File: src/rtl/pmx_pkg.sv
package pmx_pkg;

    // Two-state lock machine per select register
    typedef enum logic {
        LK_OPEN   = 1'b0,
        LK_SEALED = 1'b1
    } lock_state_e;

    // Configuration address regions (top two address bits)
    typedef enum logic [1:0] {
        RG_IN_SEL   = 2'd0,
        RG_OUT_SEL  = 2'd1,
        RG_IN_LOCK  = 2'd2,
        RG_OUT_LOCK = 2'd3
    } region_e;

    // Reserved select codes
    localparam int IN_CODE_ZERO   = 0;
    localparam int IN_CODE_ONE    = 1;
    localparam int IN_PAD_BASE    = 2;
    localparam int OUT_CODE_ZERO  = 0;
    localparam int OUT_CODE_ONE   = 1;
    localparam int OUT_CODE_HIZ   = 2;
    localparam int OUT_PERIPH_BASE = 3;

    function automatic int max_int(input int a, input int b);
        return (a > b) ? a : b;
    endfunction

    function automatic int width_for(input int choices);
        return (choices <= 2) ? 1 : $clog2(choices);
    endfunction

endpackage

File: src/rtl/pmx_sel_reg.sv
module pmx_sel_reg
    import pmx_pkg::*;
#(
    parameter int             SEL_W     = 3,
    parameter logic [SEL_W-1:0] RESET_VAL = '0
) (
    input  logic             clk,
    input  logic             rst_n,
    input  logic             sel_we,
    input  logic             seal_req,
    input  logic [SEL_W-1:0] wdata,
    output logic [SEL_W-1:0] sel_o,
    output logic             sealed_o
);

    lock_state_e      state_q, state_d;
    logic [SEL_W-1:0] sel_q;

    // State register
    always_ff @(posedge clk or negedge rst_n) begin
        if (!rst_n) state_q <= LK_OPEN;
        else        state_q <= state_d;
    end

    // Next state: seal is the only transition, reset the only way back
    always_comb begin
        state_d = state_q;
        unique case (state_q)
            LK_OPEN:   if (seal_req) state_d = LK_SEALED;
            LK_SEALED: state_d = LK_SEALED;
        endcase
    end

    // Select storage, writable only while open
    always_ff @(posedge clk or negedge rst_n) begin
        if (!rst_n)                          sel_q <= RESET_VAL;
        else if (sel_we && state_q == LK_OPEN) sel_q <= wdata;
    end

    // Outputs
    always_comb begin
        sel_o    = sel_q;
        sealed_o = (state_q == LK_SEALED);
    end

    // a sealed register never changes and never reopens
    p_sealed_hold_r9: assert property (@(posedge clk) disable iff (!rst_n)
        (state_q == LK_SEALED) |=> $stable(sel_q));
    p_seal_sticky_r9: assert property (@(posedge clk) disable iff (!rst_n)
        sealed_o |=> sealed_o);
    // an open write lands on the next edge
    p_open_write_r8: assert property (@(posedge clk) disable iff (!rst_n)
        (sel_we && !sealed_o) |=> (sel_q == $past(wdata)));
    // no seal request, no seal
    p_no_spurious_seal_r10: assert property (@(posedge clk) disable iff (!rst_n)
        (!sealed_o && !seal_req) |=> !sealed_o);

endmodule

File: src/rtl/pmx_cfg_decode.sv
module pmx_cfg_decode
    import pmx_pkg::*;
#(
    parameter int N_PIN  = 6,
    parameter int N_PAD  = 8,
    parameter int IDX_W  = 3,
    parameter int ADDR_W = IDX_W + 2
) (
    input  logic              cfg_we,
    input  logic [ADDR_W-1:0] cfg_addr,
    input  logic              seal_bit,
    output logic [N_PIN-1:0]  in_sel_we,
    output logic [N_PIN-1:0]  in_seal,
    output logic [N_PAD-1:0]  out_sel_we,
    output logic [N_PAD-1:0]  out_seal
);

    region_e          region;
    logic [IDX_W-1:0] idx;
    logic             hit_in_sel, hit_out_sel, hit_in_lock, hit_out_lock;

    always_comb begin
        region = region_e'(cfg_addr[ADDR_W-1 -: 2]);
        idx    = cfg_addr[IDX_W-1:0];
    end

    always_comb begin
        hit_in_sel   = 1'b0;
        hit_out_sel  = 1'b0;
        hit_in_lock  = 1'b0;
        hit_out_lock = 1'b0;
        unique case (region)
            RG_IN_SEL:   hit_in_sel   = cfg_we;
            RG_OUT_SEL:  hit_out_sel  = cfg_we;
            RG_IN_LOCK:  hit_in_lock  = cfg_we & seal_bit;
            RG_OUT_LOCK: hit_out_lock = cfg_we & seal_bit;
        endcase
    end

    // Index match per register; out-of-range indices match nothing
    always_comb begin
        for (int k = 0; k < N_PIN; k++) begin
            in_sel_we[k] = hit_in_sel  && (int'(idx) == k);
            in_seal[k]   = hit_in_lock && (int'(idx) == k);
        end
        for (int k = 0; k < N_PAD; k++) begin
            out_sel_we[k] = hit_out_sel  && (int'(idx) == k);
            out_seal[k]   = hit_out_lock && (int'(idx) == k);
        end
    end

endmodule

File: src/rtl/pmx_in_route.sv
module pmx_in_route
    import pmx_pkg::*;
#(
    parameter int N_PAD = 8,
    parameter int SEL_W = 4
) (
    input  logic [SEL_W-1:0] sel_i,
    input  logic [N_PAD-1:0] pad_in,
    output logic             data_o
);

    always_comb begin
        data_o = 1'b0;
        if (int'(sel_i) == IN_CODE_ONE) data_o = 1'b1;
        for (int k = 0; k < N_PAD; k++) begin
            if (int'(sel_i) == IN_PAD_BASE + k) data_o = pad_in[k];
        end
    end

endmodule

File: src/rtl/pmx_out_route.sv
module pmx_out_route
    import pmx_pkg::*;
#(
    parameter int N_POUT = 5,
    parameter int SEL_W  = 3
) (
    input  logic [SEL_W-1:0]  sel_i,
    input  logic [N_POUT-1:0] periph_out,
    input  logic [N_POUT-1:0] periph_oe,
    output logic              data_o,
    output logic              oe_o
);

    always_comb begin
        data_o = 1'b0;
        oe_o   = 1'b0;
        if (int'(sel_i) == OUT_CODE_ZERO) begin
            oe_o = 1'b1;
        end else if (int'(sel_i) == OUT_CODE_ONE) begin
            data_o = 1'b1;
            oe_o   = 1'b1;
        end
        for (int k = 0; k < N_POUT; k++) begin
            if (int'(sel_i) == OUT_PERIPH_BASE + k) begin
                data_o = periph_out[k];
                oe_o   = periph_oe[k];
            end
        end
    end

endmodule

File: src/rtl/pmx_matrix.sv
module pmx_matrix
    import pmx_pkg::*;
#(
    parameter int N_PAD     = 8,
    parameter int N_PIN     = 6,
    parameter int N_POUT    = 5,
    parameter int IN_SEL_W  = width_for(N_PAD + IN_PAD_BASE),
    parameter int OUT_SEL_W = width_for(N_POUT + OUT_PERIPH_BASE),
    parameter int DATA_W    = max_int(IN_SEL_W, OUT_SEL_W),
    parameter int IDX_W     = width_for(max_int(N_PAD, N_PIN)),
    parameter int ADDR_W    = IDX_W + 2
) (
    input  logic              clk,
    input  logic              rst_n,
    input  logic              cfg_we,
    input  logic [ADDR_W-1:0] cfg_addr,
    input  logic [DATA_W-1:0] cfg_wdata,
    input  logic [N_PAD-1:0]  pad_in,
    input  logic [N_POUT-1:0] periph_out,
    input  logic [N_POUT-1:0] periph_oe,
    output logic [N_PIN-1:0]  periph_in,
    output logic [N_PAD-1:0]  pad_out,
    output logic [N_PAD-1:0]  pad_oe
);

    localparam logic [IN_SEL_W-1:0]  IN_RESET  = IN_SEL_W'(IN_CODE_ZERO);
    localparam logic [OUT_SEL_W-1:0] OUT_RESET = OUT_SEL_W'(OUT_CODE_HIZ);

    logic [N_PIN-1:0] in_sel_we, in_seal, in_sealed;
    logic [N_PAD-1:0] out_sel_we, out_seal, out_sealed;
    logic [IN_SEL_W-1:0]  in_sel  [N_PIN];
    logic [OUT_SEL_W-1:0] out_sel [N_PAD];

    pmx_cfg_decode #(
        .N_PIN (N_PIN),
        .N_PAD (N_PAD),
        .IDX_W (IDX_W),
        .ADDR_W(ADDR_W)
    ) u_decode (
        .cfg_we    (cfg_we),
        .cfg_addr  (cfg_addr),
        .seal_bit  (cfg_wdata[0]),
        .in_sel_we (in_sel_we),
        .in_seal   (in_seal),
        .out_sel_we(out_sel_we),
        .out_seal  (out_seal)
    );

    for (genvar i = 0; i < N_PIN; i++) begin : g_pin
        pmx_sel_reg #(
            .SEL_W    (IN_SEL_W),
            .RESET_VAL(IN_RESET)
        ) u_reg (
            .clk     (clk),
            .rst_n   (rst_n),
            .sel_we  (in_sel_we[i]),
            .seal_req(in_seal[i]),
            .wdata   (cfg_wdata[IN_SEL_W-1:0]),
            .sel_o   (in_sel[i]),
            .sealed_o(in_sealed[i])
        );

        pmx_in_route #(
            .N_PAD(N_PAD),
            .SEL_W(IN_SEL_W)
        ) u_route (
            .sel_i (in_sel[i]),
            .pad_in(pad_in),
            .data_o(periph_in[i])
        );

        // the constant-one code yields 1
        p_in_const_one_r1: assert property (@(posedge clk) disable iff (!rst_n)
            (int'(in_sel[i]) == IN_CODE_ONE) |-> periph_in[i]);
        // illegal input code reads as 0
        p_in_illegal_r6: assert property (@(posedge clk) disable iff (!rst_n)
            (int'(in_sel[i]) >= N_PAD + IN_PAD_BASE) |-> !periph_in[i]);
    end

    for (genvar j = 0; j < N_PAD; j++) begin : g_pad
        pmx_sel_reg #(
            .SEL_W    (OUT_SEL_W),
            .RESET_VAL(OUT_RESET)
        ) u_reg (
            .clk     (clk),
            .rst_n   (rst_n),
            .sel_we  (out_sel_we[j]),
            .seal_req(out_seal[j]),
            .wdata   (cfg_wdata[OUT_SEL_W-1:0]),
            .sel_o   (out_sel[j]),
            .sealed_o(out_sealed[j])
        );

        pmx_out_route #(
            .N_POUT(N_POUT),
            .SEL_W (OUT_SEL_W)
        ) u_route (
            .sel_i     (out_sel[j]),
            .periph_out(periph_out),
            .periph_oe (periph_oe),
            .data_o    (pad_out[j]),
            .oe_o      (pad_oe[j])
        );

        // the high-impedance code releases the pad
        p_out_hiz_r4: assert property (@(posedge clk) disable iff (!rst_n)
            (int'(out_sel[j]) == OUT_CODE_HIZ) |-> (!pad_oe[j] && !pad_out[j]));
        // constant codes always enable the pad
        p_out_const_en_r3: assert property (@(posedge clk) disable iff (!rst_n)
            (int'(out_sel[j]) <= OUT_CODE_ONE) |-> pad_oe[j]);
    end

    // first cycle out of reset sees the default routes
    p_reset_defaults_r7: assert property (@(posedge clk) disable iff (!rst_n)
        $rose(rst_n) |-> (periph_in == '0 && pad_oe == '0 && pad_out == '0));

    // reset leaves every lock open
    p_reset_open_r12: assert property (@(posedge clk) disable iff (!rst_n)
        $rose(rst_n) |-> (in_sealed == '0 && out_sealed == '0));

endmodule

File: config.mk
export PLATFORM = sky130hd
export DESIGN_NAME = pmx_matrix
export DESIGN_NICKNAME = d
export VERILOG_FILES = /design/src/rtl/pmx_pkg.sv /design/src/rtl/pmx_sel_reg.sv /design/src/rtl/pmx_cfg_decode.sv /design/src/rtl/pmx_in_route.sv /design/src/rtl/pmx_out_route.sv /design/src/rtl/pmx_matrix.sv
export SDC_FILE = /design/constraint.sdc
export NUM_CORES = 1
export LEC_CHECK = 0
export ABC_AREA = 0
export CELL_PAD_IN_SITES_DETAIL_PLACEMENT = 2
export CELL_PAD_IN_SITES_GLOBAL_PLACEMENT = 2
export CORE_MARGIN = 2
export CORE_UTILIZATION = 45
export CTS_CLUSTER_SIZE = 24
export DETAILED_ROUTE_END_ITERATION = 12
export DONT_BUFFER_PORTS = 1
export PLACE_DENSITY = 0.86
export SYNTH_ARGS = -nofsm -noshare
export SYNTH_HDL_FRONTEND = slang
export SYNTH_HIERARCHICAL = 1
export SYNTH_SLANG_ARGS = --single-unit
File: constraint.sdc
create_clock -name clk -period 2.7 [get_ports clk]
set_input_delay 0.27 -clock clk [delete_from_list [all_inputs] [get_ports clk]]
set_output_delay 0.27 -clock clk [all_outputs]
set_load 0.1 [all_outputs]
==> results.md, run 1 <==
- First-pass GRT wire length: 20.72 mm
- Post-synthesis cell type count: 30
- Primary FF master, synth: dfrtp_1
- Vias per cell: 6.083
- Initial Util: 0.4569
- Crit path largest cell delay: 0.46 ns
- Core area: 0.009065 sq mm
- RSZ-0062 raised after global routing: no
- Layout Nets: 443
- Worst Hold Class: primary input to register
- Seq pwr share: 0.360
- Area grow syn2layout: 13.41%
- Routed WL: 13.11 mm
- ANT nets after route: 0
- Global Route Usage Sum: 0.2744
- Switching portion of total power: 0.4536
- Die X-Extent: 99.94 microns
- Port buffer count: 0
- Max frequency: 456.7 MHz
- Clock skew: approximately 0.0062 ns
- Synth area leaders: dfrtp_1 (33%), mux2_4 (17%), nor2b_4 (6.6%), dfstp_2 (5.1%), mux2i_1 (3.9%)
- Gate Count Post-Synth: 380
- Post-synth EDFFs: 0
- Post-CTS setup buffer count: 0
- Status: finished, final reports clean
- Placed Area: 0.004478 sq mm
- HPWL Detailed: 8.982 mm
- Syn_nets: 410
- Clock Pin Slew Worst Setup and Hold Paths: 0.07 ns
- CP Launch Type: register
- Pwr/cell area: 850.4 mW/mm^2
- CP max-delay cell: dfrtp_1
- Slew margin rel.: 0.6844
- Share of the synthesized area in the top cell type: 0.3263
- Worst setup EP type: output pin
- Mean Syn Cell Area: 10.90 sq um
- Worst path arrival time: 1.92 ns
- Gpl congestion: 0.7908
- Overall power: approximately 4 mW
- Final Max Tran Viols: 0
- Clock share of power: 0.191
- Yosys top cell by area: dfrtp_1
- Worst EP required: 2.43 ns
- Clock sink count: 62
- Crit-path cells: nand3b_1 -> a221o_1 -> a32oi_2 -> buf_4
- Crit Path Class: register to output pin
- # IOs: 52
- Worst-margin pin slew: 0.4720 ns
- Antenna Cells: 0
- Seq cells post-synth: 62
- CTS Buffer Depth: 2
- Clk_lat worst skew: roughly 0.34 ns
- Vias in the first global route: 3638
- Post-synth ARST share: 1.000
- Combinational power share: 0.449
- Drt drc: 0
- # rows: 35
- Max Fanout on Critical Path: 7
- DRT Pass-1 Iters: 4
- Family with the most delay on the worst path: compound AO/OA/AOI/OAI gates
- Vias: 3218
- Root buffer cell: clkbuf_8
- WP buf/inv: 1
- Layout cells sized above 1: 0.3636
- Highest ir drop seen on vdd: ~0.00036 V
- Ys Warns: 6
- Syn Std Cell Area: 0.004141 sq mm
- Inst Count DP: about 510
- Post-place setup slack: 0.9243 ns
- Grt ovf: 0
- Endpoints failing setup: 0
- Int Pwr: 2.183 mW
- PostCTS Resize Cnt: 0
- Initial antenna violation count: 0
- Tcrit/Tclk final: 0.8110
- Hold Vio Cnt, Final: 0
- Die area: 0.009987 sq mm
- Routed WL per cell: 24.78 microns
- CTS buffer count: 9
- P_sw: between 1.5 and 2 mW
- Final cell count without fillers: 529
- Fin worst setup slack: 0.5103 ns
- Die Ht: 99.94 microns
- Pleak: 2.074 nW
- Final min period: 2.190 ns
- Setup tns final: 0 ns
- Max-cap violations: 0
- CTS tree: built
- Pin count of the biggest net entering global routing: 63
- Cell area after layout: around 0.0047 sq mm
- Htree depth: 3
- Drt initial violations: 127
- Sequential fraction of the synthesis area: 0.3770
-- flip-flops by register name, indices dropped and copies added (netlist names) --
signal,flops
g_pad.u_reg/sealed_o,8
g_pad.u_reg/sel_o,24
g_pin.u_reg/sealed_o,6
g_pin.u_reg/sel_o,24
-- worst paths after layout --
check / from / endpoint / slack (ns) / cells after the start
max: g_pin[3].u_reg/sel_o[2] / periph_in[3] / 0.51 / 4
min: cfg_wdata[1] / g_pad[6].u_reg/sel_o[1] / 0.08 / 1
max reg2reg: g_pin[0].u_reg/sealed_o / g_pin[0].u_reg/sel_o[3] / 1.60 / 2
min reg2reg: g_pad[0].u_reg/sealed_o / g_pad[0].u_reg/sealed_o / 0.53 / 1
max in group asynchronous: rst_n / g_pad[0].u_reg/sel_o[1] / 1.90 / 2
min in group asynchronous: rst_n / g_pad[6].u_reg/sealed_o / 0.50 / 2
-- worst reg2reg max path: cells and delay by family, from the launching register on --
family,cells,cell delay [ns]
and+or+nand+nor,1,0.23
muxes,1,0.32
DFF,1,0.43
-- cells in the mapped netlist, types with 9 or more instances --
library cell  count
dfrtp_1          54
mux2_4           48
nor2_1           42
inv_1            30
nor2b_4          20
a211o_1          16
mux2i_1          16
o22ai_1          16
a21oi_1          14
or2_2            14
nand3_1          13
mux2_2           12
nand2_1           9
nand3b_1          9
-- power by group through the flow --
stage / combinational (mW) / sequential [mW] / clock [mW]
final: 1.79 / 1.44 / 0.764
after floorplan: 1.46 / 1.34 / 0
after detailed placement: 1.76 / 1.44 / 0
after global placement: 1.70 / 1.41 / 0
after CTS: 1.80 / 1.43 / 0.784
after global routing: 1.87 / 1.47 / 0.830
-- routing by layer --
metal,track usage,vias to the layer above,wire length [microns]
li1,-,1435,-
met1,0.3488,1702,5755
met2,0.4704,60,6725
met3,0.04248,21,384
met4,0.1085,0,244
met5,0,-,0
-- cell usage in the layout, fill, tap and decap left out, drive strengths merged --
cell type / n
o21ai: 6
clkinv: 1
clkbuf: 15
nand2: 9
o22ai: 16
buf: 23
mux2i: 16
nand3b: 9
dfstp: 8
a211o: 16
nor3: 2
a32oi: 6
or3b: 4
nor2b: 20
and2b: 8
nand4: 1
nor4bb: 8
nand3: 13
dlygate4sd3: 1
mux2: 60
or2: 14
a221o: 6
nand2b: 8
dfrtp: 54
a21oi: 14
inv: 30
nor2: 48
nand4b: 1
or3: 1
-- what timing repair did --
item | 4_1_cts | 5_1_grt
hold buffers | 2 | 0
hold endpoints to repair | 62 | 0
endpoints found under the setup margin | 0 | 0
-- kinds of logic (layout without fill, tap and decap cells) --
kind of cell           Yosys count  count (layout)  synth area share
and+or+nand+nor                146             146            0.2381
muxes                           76              76            0.2453
AOI/OAI and AO/OA               64              64            0.1094
DFF                             62              62            0.3770
buffers and inverters           32              70           0.03021
-- final cells by class --
class,count,area [sq um]
Fill cell,894,4368
Multi-Input combinational cell,286,2500
Sequential cell,62,1562
Timing Repair Buffer,24,202.7
Clock buffer,15,176.4
Tap cell,111,138.9
Inverter,30,112.6
Clock inverter,1,5.005
-- stage by stage --
step / hold slack, ns / util
floorplan: -0.02559 / -
global placement: -0.02292 / 0.4940
detailed placement: -0.02443 / 0.4940
CTS: 0.05691 / 0.5182
global route: 0.05525 / 0.5182
finish: 0.07527 / 0.5182
(Power assumes the default switching activity.)
==> run 2: changes to the inputs <==
--- a/config.mk
+++ b/config.mk
@@ -5,15 +5,15 @@
 export SDC_FILE = /design/constraint.sdc
 export NUM_CORES = 1
 export LEC_CHECK = 0
-export ABC_AREA = 0
+export ABC_AREA = 1
 export CELL_PAD_IN_SITES_DETAIL_PLACEMENT = 2
 export CELL_PAD_IN_SITES_GLOBAL_PLACEMENT = 2
 export CORE_MARGIN = 2
-export CORE_UTILIZATION = 45
+export CORE_UTILIZATION = 31
 export CTS_CLUSTER_SIZE = 24
 export DETAILED_ROUTE_END_ITERATION = 12
 export DONT_BUFFER_PORTS = 1
-export PLACE_DENSITY = 0.86
+export PLACE_DENSITY = 0.77
 export SYNTH_ARGS = -nofsm -noshare
 export SYNTH_HDL_FRONTEND = slang
 export SYNTH_HIERARCHICAL = 1
==> constraint.sdc (replaced) <==
create_clock -name clk -period 1.9 [get_ports clk]
set_input_delay 0.19 -clock clk [delete_from_list [all_inputs] [get_ports clk]]
set_output_delay 0.19 -clock clk [all_outputs]
set_load 0.1 [all_outputs]
==> results.md, run 2 <==
- FF-to-FF End: g_pin[4].u_reg/sel_o[2]
- ANT nets after route: 0 (unchanged)
- WP buf/inv: 2 (+1)
- DRT Pass-1 Iters: 4 (unchanged)
- Worst EP required: 1.71 ns (-0.72 ns)
- Vias per cell: 5.015 (-18%)
- CTS tree: built
- Crit Path Class: register to output pin
- Htree depth: 3 (unchanged)
- Routed WL: 15.00 mm (+14%)
- Pleak: 2.499 nW (+21%)
- Worst setup EP type: output pin
- Vias in the first global route: 4970 (+37%)
- FF-to-FF path depth: 4 (+2)
- Clock skew: 0.005956 ns (-0.0002658 ns)
- CP Launch Type: register
- Seq cells post-synth: 62 (unchanged)
- Antenna Cells: 0 (unchanged)
- Worst Hold Class: primary input to register
- Worst-margin pin slew: 0.4118 ns (-0.06010 ns)
- R2r setup slk: 0.99 ns (-0.61 ns)
- Crit path largest cell delay: 0.57 ns (+0.11 ns)
- Die Ht: 120.8 microns (+21%)
- Synth Area in Adders: 0 (unchanged)
- Largest family of logic cells by synthesized area: simple AND/OR/NAND/NOR gates
- Port buffer count: 0 (unchanged)
- Crit-path cells: inv_2 -> nor3_2 -> nand2_1 -> nand3_1 -> buf_4
- # fillers: 1643 (+84%)
- Vias: 4458 (+39%)
- Most frequent cell after synthesis: nand2_1
- Share of the synthesized area in the top cell type: 0.3193 (-0.006946)
- Syn Std Cell Area: 0.004232 sq mm (+2.2%)
- RSZ-0062 raised after global routing: no
- First-pass GRT wire length: 25.14 mm (+21%)
- Mean Syn Cell Area: 6.306 sq um (-42%)
- Clock Pin Slew Worst Setup and Hold Paths: 0.05 ns (-0.02 ns)
- Post-synth EDFFs: 0 (unchanged)
- Core area: 0.01330 sq mm (+47%)
- CP Launch Point: g_pad[4].u_reg/sel_o[1]
- Post-synthesis cell type count: 17 (-43%)
- Drt initial violations: 137 (+7.9%)
- Synth area leaders: dfrtp_1 (32%), nand2_1 (22%), nand3_1 (13%), nor2_1 (7.9%), dfstp_2 (5.0%)
- Primary FF master, synth: dfrtp_1
- Endpoints failing setup: 0 (unchanged)
- Post-CTS setup buffer count: 0 (unchanged)
- Max frequency: roughly 540 MHz
- Max Fanout on Critical Path: 5 (-2)
- Top cells by count, synth: nand2_1 (253), nand3_1 (114), nor2_1 (89), dfrtp_1 (54), inv_1 (52)
- Critical path endpoint: pad_oe[4]
- # IOs: 52 (unchanged)
- Post-synthesis simple-gate area fraction: 0.5396 (+0.3016)
- Slew margin rel.: 0.7244 (+0.03999)
- Status: finished, final reports clean
- Post-Synth XOR/XNOR Area: 0 (unchanged)
- Global Route Usage Sum: 0.2180 (-0.05637)
- Initial Util: 0.3183 (-0.1386)
- CTS Buffer Depth: 2 (unchanged)
- Die X-Extent: 120.8 microns (+21%)
- Post-synth ARST share: 1.000 (unchanged)
- Worst R2R Start: g_pin[4].u_reg/sealed_o
- Gpl congestion: 0.8129 (+2.8%)
- Final Max Tran Viols: 0 (unchanged)
- Layout Nets: 738 (+67%)
- HPWL Detailed: 11.24 mm (+25%)
- Highest ir drop seen on vdd: 0.0005951 V (+68%)
- Sequential fraction of the synthesis area: 0.3690 (-0.008027)
- Max-cap violations: 0 (unchanged)
- Gate Count Post-Synth: 671 (+77%)
- Pwr/cell area: 1224 mW/mm^2 (+44%)
- Drt drc: 0 (unchanged)
- Routed WL per cell: 16.87 microns (-32%)
- Layout cells sized above 1: 0.1823 (-0.1813)
- Hold Vio Cnt, Final: 0 (unchanged)
- Synth Area in Compound Gates: 0.01419 (-0.09517)
- Grt ovf: 0 (unchanged)
- Syn_nets: 701 (+71%)
- Area grow syn2layout: 17.83%
- Die area: 0.01460 sq mm (+46%)
- Clock sink count: 62 (unchanged)
- Family with the most delay on the worst path: flip-flops
- Post-place setup slack: 0.3760 ns (-0.5483 ns)
- Ys Warns: 6 (unchanged)
- Yosys top cell by area: dfrtp_1
- Most frequent cells in the layout: nand2_1 (253), nand3_1 (114), nor2_1 (83), dfrtp_1 (54), inv_1 (52)
- Root buffer cell: clkbuf_16
- Commonest non-fill, non-tap cell in the layout: nand2_1
- Pin count of the biggest net entering global routing: 63 (unchanged)
- Critical path depth: 5 (+1)
- Tcrit/Tclk final: 0.9738
- Clk_lat worst skew: 0.32 ns (-0.02 ns)
- Final min period: 1.850 ns
- Post-synthesis mux area share: 0 (-0.2453)
- Overall power: 6.104 mW (+53%)
- CTS buffer count: 9 (unchanged)
- CP max-delay cell: dfstp_2
- # rows: 42 (+20%)
- Worst path arrival time: 1.66 ns (-0.26 ns)
- Fin worst setup slack: 0.04971 ns (-0.4606 ns)
- Initial antenna violation count: 0 (unchanged)
- Setup tns final: 0 ns (unchanged)
run 2: worst min-delay path by stage:
stage	from	to	slack, ns	cells after the start
2_1_floorplan	rst_n	g_pad[0].u_reg/sealed_o	-0.11	0
3_3_place_gp	rst_n	g_pad[5].u_reg/sel_o[2]	-0.10	0
3_5_place_dp	rst_n	g_pad[5].u_reg/sel_o[2]	-0.10	0
4_1_cts	cfg_wdata[1]	g_pad[4].u_reg/sel_o[1]	0.0007	2
5_1_grt	cfg_wdata[1]	g_pad[4].u_reg/sel_o[1]	0.002	2
6_report	cfg_wdata[1]	g_pad[4].u_reg/sel_o[1]	0.004	2
run 2: layout make-up:
| class | count | area [sq um] | share of cell area |
|---|---|---|---|
| clock inverters | 3 | 20.02 | 0.004015 |
| well taps | 176 | 220.2 | 0.04417 |
| inverters | 87 | 326.6 | 0.06550 |
| flip-flops and latches | 62 | 1562 | 0.3132 |
| multi-input cells | 522 | 2359 | 0.4730 |
| repair buffers | 26 | 249.0 | 0.04994 |
| clock buffers | 13 | 250.2 | 0.05019 |
run 2: what timing repair did:
item	in CTS	in global routing
hold buffers	4	0
endpoints found under the hold margin	67	0
resized for setup	0	7
endpoints found under the setup margin	0	6
run 2: cells by family after synthesis:
kind of cell,after synthesis
simple gates,510
buf+inv,87
flops,62
compound gates,12
run 2: through the flow:
step	std cells	cell area [sq um]	hold slack, ns	utilization
CTS	889	4960	0.0006704	0.3730
floorplan	671	4247	-0.1056	-
finish	889	4986	0.003704	0.3750
detailed placement	869	4632	-0.1033	0.3484
global placement	869	4632	-0.1024	0.3484
global route	889	4986	0.002131	0.3750
run 2: power breakdown:
group,switching [mW],total (mW),internal [mW]
sequential,0.318,1.91,1.59
combinational,2.05,2.71,0.661
clock,0.570,1.49,0.916
run 2: routing by layer:
layer / GRT usage / vias up / part of all wire
met4: 0.04869 / 0 / 0.0074
met5: 0 / - / 0
met1: 0.2682 / 2238 / 0.43
li1: - / 2164 / -
met3: 0.02830 / 8 / 0.026
met2: 0.4020 / 48 / 0.53
